===== src/rtl/pin_event_detector.sv =====
`timescale 1ns/1ps
module pin_event_detector #(
  parameter int NUM_WAKE = 3,
  parameter int POL_W    = 2
) (
  input  logic                             clk,
  input  logic                             rst_n,
  input  logic                             pin_level,
  input  logic                             level_mode,
  input  logic [POL_W-1:0]                 polarity,
  input  logic                             int_en,
  input  logic                             irq_unmask,
  input  logic [NUM_WAKE-1:0]              wake_en,
  input  logic [$clog2(NUM_WAKE+1)-1:0]    sleep_state,
  input  logic                             clr_int,
  input  logic                             clr_wake,
  output logic                             int_status,
  output logic                             wake_status,
  output logic                             irq_pending
);
  localparam int SLP_W = $clog2(NUM_WAKE + 1);
  localparam logic [POL_W-1:0] POL_HIGH = POL_W'(0);
  localparam logic [POL_W-1:0] POL_LOW  = POL_W'(1);
  localparam logic [POL_W-1:0] POL_BOTH = POL_W'(2);

  logic prev_q, primed_q, int_q, wake_q;
  logic trig, wake_armed;

  wire rise = primed_q &  pin_level & ~prev_q;
  wire fall = primed_q & ~pin_level &  prev_q;

  always_comb begin
    trig = 1'b0;
    if (level_mode) begin
      if (polarity == POL_HIGH)     trig = pin_level;
      else if (polarity == POL_LOW) trig = ~pin_level;
    end else begin
      if (polarity == POL_HIGH)      trig = rise;
      else if (polarity == POL_LOW)  trig = fall;
      else if (polarity == POL_BOTH) trig = rise | fall;
    end
  end

  always_comb begin
    wake_armed = 1'b0;
    for (int k = 0; k < NUM_WAKE; k++)
      if (sleep_state == SLP_W'(k + 1) && wake_en[k]) wake_armed = 1'b1;
  end

  wire int_set  = trig & int_en;
  wire wake_set = trig & wake_armed;

  always_ff @(posedge clk or negedge rst_n) begin
    if (!rst_n) begin
      prev_q   <= 1'b0;
      primed_q <= 1'b0;
      int_q    <= 1'b0;
      wake_q   <= 1'b0;
    end else begin
      prev_q   <= pin_level;
      primed_q <= 1'b1;
      int_q    <= int_set  | (int_q  & ~clr_int);
      wake_q   <= wake_set | (wake_q & ~clr_wake);
    end
  end

  assign int_status  = int_q;
  assign wake_status = wake_q;
  assign irq_pending = irq_unmask & (int_q | wake_q);

  AST_NO_INT_WHEN_DISABLED: assert property (@(posedge clk) disable iff (!rst_n)
    (!int_en && !int_status) |=> !int_status);
  AST_INT_ROSE_NEEDS_EN: assert property (@(posedge clk) disable iff (!rst_n)
    $rose(int_status) |-> $past(int_en));
  AST_NO_WAKE_RUNNING: assert property (@(posedge clk) disable iff (!rst_n)
    (sleep_state == '0 && !wake_status) |=> !wake_status);
  AST_INT_STICKY: assert property (@(posedge clk) disable iff (!rst_n)
    (int_status && !clr_int) |=> int_status);
  AST_WAKE_STICKY: assert property (@(posedge clk) disable iff (!rst_n)
    (wake_status && !clr_wake) |=> wake_status);
  AST_LEVEL_BOTH_INERT: assert property (@(posedge clk) disable iff (!rst_n)
    (level_mode && polarity == POL_BOTH && !int_status) |=> !int_status);
  AST_RISE_NEEDS_HIGH: assert property (@(posedge clk) disable iff (!rst_n)
    ($rose(int_status) && !$past(level_mode) && $past(polarity) == POL_HIGH)
      |-> $past(pin_level));
  AST_PENDING_UNMASKED: assert property (@(posedge clk) disable iff (!rst_n)
    irq_pending |-> irq_unmask);
endmodule


===== config.mk =====
export PLATFORM = sky130hd
export DESIGN_NAME = pin_event_detector
export DESIGN_NICKNAME = d
export VERILOG_FILES = /design/src/rtl/pin_event_detector.sv
export SDC_FILE = /design/constraint.sdc
export NUM_CORES = 1
export LEC_CHECK = 0
export ABC_AREA = 1
export BUFFER_PORTS_ARGS = -buffer_cell sky130_fd_sc_hd__buf_2
export CORE_AREA = 4 4 41 43
export DETAILED_ROUTE_END_ITERATION = 7
export DIE_AREA = 0 0 45 47
export MAX_ROUTING_LAYER = met4
export SYNTH_ARGS = -nofsm -noshare
export SYNTH_HDL_FRONTEND = slang
export SYNTH_SLANG_ARGS = --single-unit

===== constraint.sdc =====
create_clock -name clk -period 0.8 [get_ports clk]
set_input_delay 0.04 -clock clk [delete_from_list [all_inputs] [get_ports clk]]
set_output_delay 0.04 -clock clk [all_outputs]
set_load 0.03 [all_outputs]

# [Yosys cells after proc, flatten, opt, wreduce, memory -nomap -nowiden]
# Index checks and enable logic that the tools add are counted.
# W data, S select, Z words.
[totals] out_inout_bits=3 elab_cells=39 mem_bits_rw=0 inputBits=15 mem_bits_ro=0 ff_bits=4 latch_bits=0 n_memories=0
[op_classes] n_reduce_logical=4 bitwise_logic=17 div=0 n_mul=0 muxes=9 n_lt_le_gt_ge=0 addsub=0 n_eq_ne=5 shifts=0
[op_table] operator="$and A1 B1 Y1" count=9
[op_table] operator="$mux W1" count=9
[op_table] operator="$eq A2 B2 Y1 const B" count=3
[op_table] operator="$eq A2 B1 Y1 const B" count=2
[op_table] operator="$not A1 Y1" count=4
[op_table] operator="$or A1 B1 Y1" count=4
[op_table] operator="$logic_and A1 B1 Y1" count=3
[op_table] operator="$logic_not A2 Y1" count=1

# [Logic depth before layout (Yosys ltp)]
# Gate-level depths: netlist of run 1.
[logic_depth] ltp_word=10 mapped_depth=6

# [Least setup slack after synthesis of run 1]
# OpenSTA, ideal clock, no wires.
[synth_path] kind="flip-flop to output port" start="register int_q, in the netlist int_status" end="output irq_pending" arrival_ns=0.850 path_stages_with_launch=2 setup_slack_ns=-0.090 required_time_ns=0.760 path_cell_list="dfrtp_1 -> o21a_1"
[synth_between] elab_chain_len=2
[synth_lines] element="from (decl)" line_no="26" text="logic prev_q, primed_q, int_q, wake_q;"
[synth_lines] element="from (signal assigned)" line_no="62" text="int_q <= int_set | (int_q & ~clr_int);"
[synth_lines] element="$or A1 B1 Y1" line_no="69" text="assign irq_pending = irq_unmask & (int_q | wake_q);"
[synth_lines] element="$and A1 B1 Y1" line_no="69"
[synth_lines] element="to (decl)" line_no="19" text="output logic irq_pending"
# No other way between the ends.

# [Worst setup path in the final report of run 1]
# Same ends and word-level chain as after synthesis.

==> results of run 1 <==
-- layout make-up --
type	count	share of cell area [%]
timing repair buffer	21	32.36
multi-input combinational	23	26.24
sequential	4	23.91
inverter	8	6.997
clock buffer	4	6.122
tap	15	4.373
-- power by group through the flow --
stage | clock network (mW) | registers (mW) | logic (mW)
after detailed placement | 0 | 0.232 | 0.163
after global routing | 0.295 | 0.231 | 0.212
final | 0.276 | 0.230 | 0.191
after global placement | 0 | 0.232 | 0.162
after floorplan | 0 | 0.255 | 0.0618
after CTS | 0.292 | 0.230 | 0.194
-- registers in the layout, indices dropped and copies added, names as in the netlist --
signal and cells:
primed_q 1, wake_status 1, int_status 1, prev_q 1
-- worst paths after layout --
path                             start          end  cells after the start
min in group asynchronous        rst_n  wake_status                      2
max in group asynchronous        rst_n   int_status                      2
setup reg to reg                prev_q   int_status                      6
hold / removal                clr_wake  wake_status                      4
hold reg to reg            wake_status  wake_status                      3
setup / recovery            int_status  irq_pending                      2
-- worst reg2reg max path: stages (launching register included) --
cell and delay [ps]:
dfrtp_1 370, inv_1 50, nand2_1 40, nand2_1 60, nand2_2 50, nand4_1 80, nand2_1 60
-- cells by family after synthesis --
group | synth area share, %
AO/OA/AOI/OAI | 3.193
buffers and inverters | 12.77
flip-flops | 42.55
other | 1.594
AND/OR/NAND/NOR | 39.89
-- cells in the mapped netlist, drive strengths merged --
| master | count |
|---|---|
| nand3 | 3 |
| nor2 | 4 |
| inv | 8 |
| conb | 1 |
| nand2 | 11 |
| nand3b | 1 |
| o21a | 1 |
| nand4 | 2 |
| dfrtp | 4 |
-- timing repair --
item | in CTS | in global routing
gates resized for setup | 6 | 0
pin swaps | 3 | 1
hold buffers | 2 | 0
endpoints found under the hold margin | 5 | 0
buffers inserted | 0 | 0
setup endpoints to repair | 5 | 5
-- routing by layer --
layer | global-route usage, % | vias up | routed length (um)
met1 | 5.991 | 119 | 211
li1 | - | 156 | -
met4 | 8.772 | 0 | 18
met2 | 9.605 | 14 | 267
met5 | - | - | 0
met3 | 1.916 | 2 | 89
==> metrics, run 1 <==
worst path cell trace o21a_4, buf_6; PD cells 1622 mW/mm^2; sequential area share after synthesis 42.55%; vias 291; Final Non-Filler Cells 75; Combinational Power Share 27.4%; die area 0.002115 mm^2; Final Core Density between 30% and 40%; crit-path max cell delay 400 ps; Fin Hold WS roughly 37 ps; Die Height 47 um; row count 13; clock buffer depth 2; Worst Setup Start Kind flop; aggregate routed wire length slightly below 600 um; syn_area_per_cell 6.721 um^2; Placer Congestion 0.6463; cell count after synthesis 35; router iterations before antenna repair 2; number of DRC markers in iteration 0 1; IO Port Bufs 17; #FFs+latches synth 4; CP Capture Type output pin; core outline area ~0.0013 mm^2; Total GRT Usage between 6 and 7%; syn_nets 50; layout net count 76; width of the die 45 um; Cell Area, Placed 364.1 um^2; CP bufs+invs 1; top cells by area, synth dfrtp_1, nand2_1, inv_1; Internal 507.2 uW; final setup fails 4; worst vdd rail ir drop 700.8 uV; Hold Vio Cnt, Final 0; Antenna Cells 0; vias in the first global route 265; cell taking the most area after synthesis dfrtp_1; RSZ-0062 raised after global routing yes; min Tclk post-route just over 1000 ps; FF+latch area 102.6 um^2; Post-Place Worst Slack -27.38 ps; half-perimeter wire length of the detailed placement result about 490 um; violated checks negative setup slack; Switching Power 188.9 uW; placed insts 69; Worst Skew 6.838 ps; Worst path slowest cell dfrtp_2; Multi-input gate area 112.6 um^2; CP required 760 ps; Vias per Instance 3.880; initial antenna violation count 0; final period utilization 127.2%; Clock transition at path regs 40 ps; Crit Path Class flop to output pin; worst skew pair latency 240 ps; CTS root buffer clkbuf_4; io pins 18; share of post-route cells with drive strength above 1 between 40 and 50%; setup TNS -509.3 ps; CTS buffer count 3; clock share of power 39.6%; area grow syn2layout 82.45%; Finished Cell Area roughly 430 um^2; CTS tree built; most frequent cells in the layout buf_2, nand2_1, inv_1; Syn Std Cell Area roughly 240 um^2; final setup margin -217.7 ps; fin. max-slew vios 0; htree depth 1; Overall Power 696.1 uW; CP delay by family, top flip-flops; most common cell after layout, fill and taps aside buf_2; R2R Setup Slk -10 ps; clock sink count 4; Netlist cell types 11; layout filler cell count about 150; status finished with violations; Ys Warns 0; Leakage Power 0.2546 nW; max-cap check violation count 0; Crit path arrival time 980 ps; CP max FO 2; Synth top area share 42.55%; grt ovf 0; fmax 0.9826 GHz; sequential power share 33.0%; initial core utilization 18.08%; first-pass GRT wire length 876 um; routed length per instance 7.813 um; largest net degree at the start of global routing 5; Remaining DRCs 0; sw frac 27.14%; ANT nets after route 0; Hold Crit Class input pin to flop
Note: power is estimated with default switching activity, not from simulation.
==> run 2: changes to the inputs <==
==> constraint.sdc (replaced) <==
create_clock -name clk -period 0.8 [get_ports clk]
set_input_delay 0.16 -clock clk [delete_from_list [all_inputs] [get_ports clk]]
set_output_delay 0.16 -clock clk [all_outputs]
set_load 0.03 [all_outputs]
==> run 2 against run 1 <==
Against the previous run: the flow still finishes with violations (negative setup slack); clock power down 3%; largest power group unchanged; register-to-register slack worse by 20 ps; cell count down 1.3%; largest cell class unchanged; maximum frequency decreased by 10%.
==> metrics, run 2 (same netlist as run 1, synthesis figures left out) <==
worst vdd rail ir drop ~810 uV; aggregate routed wire length 607 um; number of DRC markers in iteration 0 4; Remaining DRCs 0; Crit Path Class flop to output pin; CP max FO 2; htree depth 1; initial core utilization between 10% and 20%; final setup margin -335.0 ps; CTS tree built; Placer Congestion 0.6454; vias in the first global route 257; vias 266; routed length per instance around 8.2 um; grt ovf 0; final setup fails 4; status finished with violations; worst skew pair latency about 230 ps; Fin Hold WS about 66 ps; placed insts 69; CTS buffer count 3; Hold Vio Cnt, Final 0; Final Core Density 32.21%; io pins 18; Clock transition at path regs roughly 40 ps; Vias per Instance 3.595; most common cell after layout, fill and taps aside buf_2; largest net degree at the start of global routing 5; Die Height 47 um; clock sink count 4; CTS root buffer clkbuf_4; initial antenna violation count 0; min Tclk post-route 1135 ps; die area around 0.0021 mm^2; Worst Setup Start Kind flop; CP required 640 ps; Finished Cell Area 419.2 um^2; share of post-route cells with drive strength above 1 around 46%; fmax 0.8811 GHz; final period utilization 141.9%; area grow syn2layout 78.19%; most frequent cells in the layout buf_2, nand2_1, inv_1; RSZ-0062 raised after global routing yes; CP Capture Type output pin; Crit path arrival time 970 ps; ANT nets after route 0; Leakage Power 0.2504 nW; PD cells 1639 mW/mm^2; router iterations before antenna repair 2; clock buffer depth 2; Worst Skew around 6.7 ps; core outline area 0.001301 mm^2; Hold Crit Class input pin to flop; max-cap check violation count 0; Final Non-Filler Cells 74; violated checks negative setup slack; Antenna Cells 0; Total GRT Usage 6.880%; Post-CTS Setup Bufs 0; fin. max-slew vios 0; row count 13; Cell Area, Placed around 360 um^2; width of the die around 45 um; layout net count 75; setup TNS -881.8 ps; first-pass GRT wire length around 940 um; IO Port Bufs 17
-- run 2: layout make-up --
class | count | area [um^2]
Sequential cell | 4 | 102.6
Tap cell | 15 | 18.77
Clock buffer | 4 | 26.28
Timing Repair Buffer | 20 | 128.9
Fill cell | 154 | 882.1
Multi-Input combinational cell | 23 | 112.6
Inverter | 8 | 30.03
-- run 2: through the flow --
step / setup slack (ps) / power, mW
final: -335.0 / 0.6872
after global routing: -360.8 / 0.7400
after CTS: -350.1 / 0.7063
after detailed placement: -118.8 / 0.3954
after global placement: -112.5 / 0.3949
after floorplan: -96.22 / 0.3168
-- run 2: layer usage --
metal	routed length [um]	GRT usage [%]
met1	265	7.816
met2	264	8.475
met3	77	3.065
met4	0	7.018
met5	0	-
-- run 2: repair_timing --
item	4_1_cts	5_1_grt
cloned	0	0
pin swaps	5	1
hold buffers	1	0
gates resized for setup	6	0
endpoints found under the setup margin	5	5
hold endpoints to repair	4	0
-- run 2: worst max-delay path: stages, from the launching register on --
cell and delay (ps):
dfrtp_2 400, o21a_4 210, buf_6 130
-- run 2: path summary, 6_finish.rpt --
check                                  from     endpoint  slack (ps)  cells after the start
worst max register to register       prev_q   int_status         -30                      6
worst max-delay path            wake_status  irq_pending        -330                      2
max in group asynchronous             rst_n   int_status         420                      2
min in group asynchronous             rst_n  wake_status         250                      2
worst min register to register  wake_status  wake_status         610                      3
worst min-delay path              pin_level       prev_q          70                      1
-- run 2: power by group --
| part | leakage [nW] | internal [mW] | switching, mW |
|---|---|---|---|
| combinational | 0.189 | 0.0959 | 0.0926 |
| sequential | 0.0468 | 0.221 | 0.00896 |
| clock | 0.0150 | 0.187 | 0.0819 |
